==> src/rtl/dss_pkg.sv <==
package dss_pkg;
   typedef enum logic [1:0] {
      PH_IDLE  = 2'd0,
      PH_INTEG = 2'd1,
      PH_GAP   = 2'd2,
      PH_DISCH = 2'd3
   } dss_phase_e;
endpackage

==> src/rtl/dss_sync.sv <==
module dss_sync #(
   parameter int STAGES = 2
) (
   input  logic clk,
   input  logic rst_n,
   input  logic d,
   output logic q
);
   if (STAGES < 2) begin : g_bad_stages
      $error("dss_sync: STAGES must be at least 2");
   end

   logic [STAGES-1:0] chain;

   for (genvar s = 0; s < STAGES; s++) begin : g_stage
      if (s == 0) begin : g_first
         always_ff @(posedge clk or negedge rst_n)
            if (!rst_n) chain[0] <= 1'b0;
            else        chain[0] <= d;
      end else begin : g_rest
         always_ff @(posedge clk or negedge rst_n)
            if (!rst_n) chain[s] <= 1'b0;
            else        chain[s] <= chain[s-1];
      end
   end

   assign q = chain[STAGES-1];
endmodule

==> src/rtl/dss_counter.sv <==
module dss_counter #(
   parameter int W = 10
) (
   input  logic         clk,
   input  logic         rst_n,
   input  logic         clr,
   input  logic         inc,
   output logic [W-1:0] cnt
);
   if (W < 2) begin : g_bad_w
      $error("dss_counter: W must be at least 2");
   end

   always_ff @(posedge clk or negedge rst_n)
      if (!rst_n)   cnt <= '0;
      else if (clr) cnt <= '0;
      else if (inc) cnt <= cnt + 1'b1;

   // the sequencer stops counting before the counter would wrap
   a_r6_no_wrap: assert property (@(posedge clk) disable iff (!rst_n)
      (inc && !clr) |-> (cnt != '1));
endmodule

==> src/rtl/dss_ctrl.sv <==
module dss_ctrl
   import dss_pkg::*;
#(
   parameter int CNT_W = 10
) (
   input  logic             clk,
   input  logic             rst_n,
   input  logic             start,
   input  logic             zero_s,
   input  logic [CNT_W-1:0] cnt,
   output logic             cnt_clr,
   output logic             cnt_inc,
   output logic             en_input,
   output logic             en_ref,
   output logic             busy,
   output logic             valid,
   output logic [CNT_W:0]   result,
   output logic             overflow
);
   localparam logic [CNT_W-1:0] LAST  = {CNT_W{1'b1}};
   localparam logic [CNT_W:0]   FULL  = {1'b1, {CNT_W{1'b0}}};

   dss_phase_e ph, ph_n;
   logic       fin, fin_ovf;

   always_comb begin
      ph_n    = ph;
      cnt_clr = 1'b0;
      cnt_inc = 1'b0;
      fin     = 1'b0;
      fin_ovf = 1'b0;
      unique case (ph)
         PH_IDLE: if (start) begin
            ph_n    = PH_INTEG;
            cnt_clr = 1'b1;
         end
         PH_INTEG: if (cnt == LAST) begin
            ph_n    = PH_GAP;
            cnt_clr = 1'b1;
         end else begin
            cnt_inc = 1'b1;
         end
         PH_GAP: ph_n = PH_DISCH;
         PH_DISCH: if (zero_s) begin
            fin  = 1'b1;
            ph_n = PH_IDLE;
         end else if (cnt == LAST) begin
            fin     = 1'b1;
            fin_ovf = 1'b1;
            ph_n    = PH_IDLE;
         end else begin
            cnt_inc = 1'b1;
         end
         default: ph_n = PH_IDLE;
      endcase
   end

   always_ff @(posedge clk or negedge rst_n)
      if (!rst_n) begin
         ph       <= PH_IDLE;
         valid    <= 1'b0;
         result   <= '0;
         overflow <= 1'b0;
      end else begin
         ph    <= ph_n;
         valid <= fin;
         if (fin) begin
            result   <= fin_ovf ? FULL : {1'b0, cnt};
            overflow <= fin_ovf;
         end
      end

   assign en_input = (ph == PH_INTEG);
   assign en_ref   = (ph == PH_DISCH);
   assign busy     = (ph != PH_IDLE);

   // switches exclusive, and one dead cycle before the reference closes
   a_r4_exclusive: assert property (@(posedge clk) disable iff (!rst_n)
      !(en_input && en_ref));
   a_r4_gap: assert property (@(posedge clk) disable iff (!rst_n)
      $fell(en_input) |-> !en_ref);
   a_r4_ref_after_gap: assert property (@(posedge clk) disable iff (!rst_n)
      $rose(en_ref) |-> $past(!en_input));
   // single-cycle strobe while idle
   a_r7_valid_pulse: assert property (@(posedge clk) disable iff (!rst_n)
      valid |=> !valid);
   a_r7_valid_idle: assert property (@(posedge clk) disable iff (!rst_n)
      valid |-> (!busy && !en_input && !en_ref));
   // saturated result is full scale
   a_r6_ovf_full: assert property (@(posedge clk) disable iff (!rst_n)
      (valid && overflow) |-> (result == FULL));
   // a tripped result stays below full scale
   a_r5_trip_range: assert property (@(posedge clk) disable iff (!rst_n)
      (valid && !overflow) |-> (result < FULL));
   // outputs held between strobes
   a_r9_hold: assert property (@(posedge clk) disable iff (!rst_n)
      !valid |=> (valid || $stable(result)));
   // integration follows start from idle
   a_r2_start: assert property (@(posedge clk) disable iff (!rst_n)
      (start && !busy) |=> en_input);
endmodule

==> src/rtl/dual_slope_seq.sv <==
module dual_slope_seq #(
   parameter int CNT_W       = 10,
   parameter int SYNC_STAGES = 2
) (
   input  logic           clk,
   input  logic           rst_n,
   input  logic           start,
   input  logic           zero_cmp,
   output logic           en_input,
   output logic           en_ref,
   output logic [CNT_W:0] result,
   output logic           overflow,
   output logic           valid,
   output logic           busy
);
   if (CNT_W < 2 || CNT_W > 20) begin : g_bad_cnt_w
      $error("dual_slope_seq: CNT_W must lie in 2..20");
   end
   if (SYNC_STAGES != 2) begin : g_bad_sync
      $error("dual_slope_seq: comparator synchroniser depth must be 2");
   end

   logic             zero_s;
   logic             cnt_clr, cnt_inc;
   logic [CNT_W-1:0] cnt;

   dss_sync #(.STAGES(SYNC_STAGES)) i_sync (
      .clk(clk), .rst_n(rst_n), .d(zero_cmp), .q(zero_s)
   );

   dss_counter #(.W(CNT_W)) i_cnt (
      .clk(clk), .rst_n(rst_n), .clr(cnt_clr), .inc(cnt_inc), .cnt(cnt)
   );

   dss_ctrl #(.CNT_W(CNT_W)) i_ctrl (
      .clk(clk), .rst_n(rst_n), .start(start), .zero_s(zero_s), .cnt(cnt),
      .cnt_clr(cnt_clr), .cnt_inc(cnt_inc), .en_input(en_input),
      .en_ref(en_ref), .busy(busy), .valid(valid), .result(result),
      .overflow(overflow)
   );
endmodule

==> config.mk <==
export PLATFORM = sky130hd
export DESIGN_NAME = dual_slope_seq
export DESIGN_NICKNAME = d
export VERILOG_FILES = /design/src/rtl/dss_pkg.sv /design/src/rtl/dss_sync.sv /design/src/rtl/dss_counter.sv /design/src/rtl/dss_ctrl.sv /design/src/rtl/dual_slope_seq.sv
export SDC_FILE = /design/constraint.sdc
export NUM_CORES = 1
export LEC_CHECK = 0
export ABC_AREA = 1
export ABC_CLOCK_PERIOD_IN_PS = 3450
export BUFFER_PORTS_ARGS = -buffer_cell sky130_fd_sc_hd__buf_2
export CORE_AREA = 2 2 51 53
export CTS_CLUSTER_SIZE = 8
export DETAILED_ROUTE_END_ITERATION = 7
export DIE_AREA = 0 0 53 55
export PLACE_DENSITY = 0.85
export SLEW_MARGIN = 20
export SYNTH_ARGS = -nofsm -noshare
export SYNTH_HDL_FRONTEND = slang
export SYNTH_SLANG_ARGS = --single-unit
==> constraint.sdc <==
create_clock -name clk -period 3.45 [get_ports clk]
set_input_delay 0 -clock clk [delete_from_list [all_inputs] [get_ports clk]]
set_output_delay 0 -clock clk [all_outputs]
set_load 0.05 [all_outputs]
==> reports/qor.yml, run 1 <==
synth_simple_gate_area_share_pct: 29.0
slew_headroom_pct: 60.2
synth.area.mux_share_pct: 0
fin_nets: 196
synth_flop_cell: "dfrtp_1"
final_util_pct: 63.8
die_x_microns: 53
post-route-period-util_pct: 54.0
synth_top_family_by_area: "simple AND/OR/NAND/NOR gates"
synth_seq_cells: 26
synth_top_area_share_pct: 48.3
crit_path_start_kind: "flip-flop"
post_drt_wl_per_cell_microns: 12.2
synth-xor-area-share_pct: 0.651
hold_viol: 0
routed_wl_microns: 2610
drive_gt1_share_pct: 19.0
place_ws_ps: 1600
yosys-top-cells-count: "nand2_1 (46), dfrtp_1 (26), inv_1 (23)"
setup_viol: 0
syn_nets: 172
antenna_found_initial: 0
synth_edf_count: 0
cp-end-kind: "flip-flop"
status: "finished, final reports clean"
leakage_nw: 0.806
avgViaCountPerCell: 5.20
insertion_delay_ps: 310
die_h_microns: 55
synthTopCellsByArea: "dfrtp_1 (48%), nand2_1 (13%), inv_1 (6.4%)"
dpl.hpwl_microns: 2050
max_freq_ghz: 0.537
n_antenna_cell: 0
gr-usage-all-layers_pct: 21.5
initial_utilization_pct: 56.9
cts_resized: 0
layout_setup_ws_ps: 1590
cts_sinks: 26
grt_start_max_net_pins: 27
cts_tree: "built"
synthCells: 162
synth_top_area_cell: "dfrtp_1"
hold_class: "in2async"
place.port_buffers: 19
maxSlewViolCount: 0
grt_pass1_wl_microns: 4500
drtPass1Iterations: 4
period_needed_ps: 1860
skew_ps: 4.76
dieArea_sq_um: 2920
overflow: 0
path_clk_slew_ps: 120
power_w: 0.000983
ant_nets: 0
setup_tns_ps: 0
path_class: "reg2reg"
cts.path.max_buffers: 2
vias: 1112
cts_buffers: 3
worstPathRequired_ps: 3700
crit_arrival_ps: 2110
crit_fanout: 11
synth_compound_area_share_pct: 7.62
worst_pin_slew_ps: 595
core_sq_um: 2360
postPlaceCellArea_sq_um: 1460
ys_types: 26
ys_seq_area_share_pct: 48.3
synth_area_sq_um: 1350
gp_congestion: 0.862
syn_area_per_cell_sq_um: 8.31
cts_max_level: 1
drv_cap: 0
ys.warnings.count: 0
ir_drop_mv: 0.538
synth_fa_ha_area_share_pct: 5.58
fillCellCount: 222
grt_pass1_vias: 1105
postCtsSetupRepairBufs: 0
powerDensity_nw_per_um2: 651
io_pins: 20
design_area_sq_um: 1510
initialDrtViolationCount: 33
rsz0062_at_grt: "false"
root_buffer: "clkbuf_4"
async_flop_share_pct: 100
rows: 18
drc: 0
syn_to_final_growth_pct: 12.1
yosysMostFrequentCell: "nand2_1"
cells in the final DEF (no fill, tap or decap), drive strengths merged, types with 3 or more instances in the layout:
master / n
o21ai: 15
dlygate4sd3: 3
nand2: 49
clkbuf: 3
nor2: 21
buf: 19
inv: 25
nand4: 5
ha: 6
nand3: 7
dfrtp: 26
layout make-up:
class	instances	area [sq um]	area share, %
Sequential cell	26	651	43.1
Timing Repair Buffer	22	125	8.29
Multi-Input combinational cell	108	577	38.2
Clock buffer	3	22.5	1.49
Tap cell	30	37.5	2.49
Inverter	25	96.3	6.38
power by group:
group	total, W	internal, W	switching [W]
Combinational	0.000471	0.000125	0.000346
Sequential	0.000392	0.000353	0.0000392
Clock	0.000120	0.0000409	0.0000791
sequential cells by signal (all words and copies together), names as in the netlist:
register,cells
i_ctrl.result,10
i_ctrl.overflow,1
i_ctrl.ph,2
i_sync.q,1
i_cnt.cnt,10
i_ctrl.valid,1
i_sync.chain,1
metal layers:
| metal | share of wire [%] | global-route usage (%) | vias to the layer above |
|---|---|---|---|
| met5 | 0 | 0 | - |
| met1 | 40 | 23.8 | 527 |
| met3 | 4.6 | 3.49 | 5 |
| met4 | 1.8 | 10.7 | 0 |
| li1 | - | - | 545 |
| met2 | 53 | 40.0 | 35 |
kinds of logic after synthesis:
group / count (synthesis)
xor gates and xnor gates: 1
adders and majority gates: 6
AOI/OAI and AO/OA: 18
and+or+nand+nor: 83
DFF: 26
buffers and inverters: 28
stage by stage:
step | hold WS (ps) | instances
floorplan | -296 | 162
global placement | 12.6 | 208
detailed placement | 18.6 | 208
CTS | 204 | 214
global route | 246 | 214
finish | 193 | 214
worst paths after layout:
check                                      from          endpoint  slack [ps]  cells after the start
worst max-delay path               i_ctrl.ph[0]  i_ctrl.result[3]        1590                      6
worst min-delay path                      rst_n      i_ctrl.valid         190                      2
worst max register to register     i_ctrl.ph[0]  i_ctrl.result[3]        1590                      6
worst min register to register  i_sync.chain[0]          i_sync.q         360                      0
max in group asynchronous                 rst_n      i_cnt.cnt[8]        2880                      2
min in group clk                       zero_cmp   i_sync.chain[0]         320                      2
worst max-delay path: stages, from the launching register on:
cell     delay [ps]
dfrtp_1         430
ha_1            250
nand2_1         290
inv_1           100
nor2_1          490
nand2_1         130
o21ai_1         100
timing repair:
item | 4_1_cts | 5_1_grt
hold buffers | 3 | 0
hold endpoints to repair | 28 | 0
setup endpoints to repair | 0 | 0
No activity file was read; power rests on OpenSTA's default activity.
==> run 2, diff against run 1 <==
--- a/config.mk
+++ b/config.mk
@@ -6,13 +6,13 @@
 export NUM_CORES = 1
 export LEC_CHECK = 0
 export ABC_AREA = 1
-export ABC_CLOCK_PERIOD_IN_PS = 3450
+export ABC_CLOCK_PERIOD_IN_PS = 1800
 export BUFFER_PORTS_ARGS = -buffer_cell sky130_fd_sc_hd__buf_2
-export CORE_AREA = 2 2 51 53
+export CORE_AREA = 2 2 53 55
 export CTS_CLUSTER_SIZE = 8
 export DETAILED_ROUTE_END_ITERATION = 7
-export DIE_AREA = 0 0 53 55
-export PLACE_DENSITY = 0.85
+export DIE_AREA = 0 0 55 57
+export PLACE_DENSITY = 0.8
 export SLEW_MARGIN = 20
 export SYNTH_ARGS = -nofsm -noshare
 export SYNTH_HDL_FRONTEND = slang
==> constraint.sdc (replaced) <==
create_clock -name clk -period 1.8 [get_ports clk]
set_input_delay 0 -clock clk [delete_from_list [all_inputs] [get_ports clk]]
set_output_delay 0 -clock clk [all_outputs]
set_load 0.05 [all_outputs]
==> run 2 against run 1 <==
Net effect: cell count rose by 1.4%; largest power group unchanged; sequential share of layout area fell by 0.70 points; fmax rose by 15%; combinational power rose by 92%; flip-flop and latch count did not move; sequential power rose by 91%; count of clock-buffer cells in the layout rose by 1; first-iteration DRC count fell by 36%; critical endpoint is now i_cnt.cnt[2].
==> reports/qor.yml, run 2 (same netlist as run 1, synthesis figures left out) <==
routedLengthMet1_microns: 1120
max_stage_delay_ps: 450
setup_tns_ps: 0
route.met2.wl_microns: 1220
leakage_nw: 0.818
io_pins: 20
swShare_pct: 46.4
intPower_w: 0.00105
rows: 19
postPlaceCellArea_sq_um: 1470
post-route-period-util_pct: 90.3
placed_cells: 210
powerDensity_nw_per_um2: 1270
crit_fanout: 6
cts_max_level: 1
power_switching_w: 0.000906
layout_common_cells: "nand2_1 (46), dfrtp_1 (26), inv_1 (23)"
worstPathRequired_ps: 2030
crit_path_start_kind: "flip-flop"
worst_pin_slew_ps: 542
slew_headroom_pct: 63.8
ant_nets: 0
max_freq_ghz: 0.615
design_area_sq_um: 1530
reg_top3: "i_cnt.cnt (10), i_ctrl.result (10), i_ctrl.ph (2)"
root_buffer: "clkbuf_4"
hold_viol: 0
grt_pass1_wl_microns: 4440
cts_tree: "built"
die_h_microns: 57
core_sq_um: 2620
layout_commonest_cell: "nand2_1"
post_drt_wl_per_cell_microns: 11.7
gp_congestion: 0.863
finalNonFillerCells: 217
die_x_microns: 55
syn_to_final_growth_pct: 13.9
insertion_delay_ps: 330
cp-end-kind: "flip-flop"
overflow: 0
antenna_found_initial: 0
postCtsSetupRepairBufs: 0
setup_viol: 0
drtPass1Iterations: 4
route.met3.wl_microns: 115
path_class: "reg2reg"
crit_arrival_ps: 1860
hold_class: "in2async"
grt_start_max_net_pins: 27
gr-usage-all-layers_pct: 19.2
cts.path.max_buffers: 2
cts_sinks: 26
power_w: 0.00195
pwr-share-comb_pct: 46.3
skew_ps: 6.27
drc: 0
maxSlewViolCount: 0
cts_buffers: 3
drive_gt1_share_pct: 20.4
pwr-share-clk_pct: 15.3
initial_utilization_pct: 51.5
dr.max_layer_used: "met4"
drv_cap: 0
p_seq_share_pct: 38.4
initialDrtViolationCount: 21
vias: 1071
avgViaCountPerCell: 4.94
dieArea_sq_um: 3140
dpl.hpwl_microns: 2000
final_util_pct: 58.7
status: "finished, final reports clean"
path_clk_slew_ps: 140
rsz0062_at_grt: "false"
routed_wl_microns: 2540
fin_nets: 197
slowest_stage: "dfrtp_1"
cp_cell_sequence: "ha_1 -> nand2_1 -> nor2_4 -> nand4_2 -> nand2_2 -> inv_1 -> o21ai_0 -> nor2_1"
period_needed_ps: 1620
ir_drop_mv: 1.00
place.port_buffers: 19
grt_pass1_vias: 1044
n_antenna_cell: 0
## run 2: per-stage QoR
stage                     hold slack, ps  worst slack (ps)
after detailed placement            23.5              51.9
after CTS                            197              4.41
final                                161               175
after floorplan                     -296              98.2
after global placement              15.5               121
after global routing                 244              12.4
## run 2: timing repair
action / CTS / global route
hold buffers: 3 / 0
resized for setup: 0 / 1
endpoints found under the hold margin: 28 / 0
endpoints found under the setup margin: 0 / 11
## run 2: layer usage
metal	global-route usage, %	vias up
met5	0	-
met4	9.76	0
met3	2.09	8
met2	29.9	32
met1	26.2	483
li1	-	548
## run 2: final cells by class
type | instances | area (sq um)
multi-input cells | 108 | 579
flip-flops and latches | 26 | 651
fillers | 240 | 1080
inverters | 25 | 96.3
well taps | 31 | 38.8
repair buffers | 23 | 133
clock buffers | 4 | 36.3
## run 2: power groups by stage
stage	Sequential [W]	Combinational (W)	Clock [W]
2_1_floorplan	0.000876	0.000598	0
3_3_place_gp	0.000759	0.000872	0
3_5_place_dp	0.000764	0.000906	0
4_1_cts	0.000752	0.000914	0.000301
5_1_grt	0.000766	0.00101	0.000330
6_report	0.000750	0.000904	0.000299
## run 2: final timing paths
check,slack [ps],endpoint,from,depth (start not counted)
worst min register to register,370,i_sync.q,i_sync.chain[0],0
worst max-delay path,180,i_cnt.cnt[2],i_cnt.cnt[0],8
worst min-delay path,160,i_ctrl.result[3],rst_n,2
worst max register to register,180,i_cnt.cnt[2],i_cnt.cnt[0],8
max in group asynchronous,1270,i_ctrl.result[7],rst_n,2
min in group clk,300,i_sync.chain[0],zero_cmp,2
## run 2: critical path, delay by kind of cell, from the launching register on
| kind | cells | cell delay, ps |
|---|---|---|
| flops | 1 | 450 |
| buf+inv | 1 | 140 |
| fa+ha+maj | 1 | 190 |
| compound gates | 1 | 110 |
| simple gates | 5 | 650 |
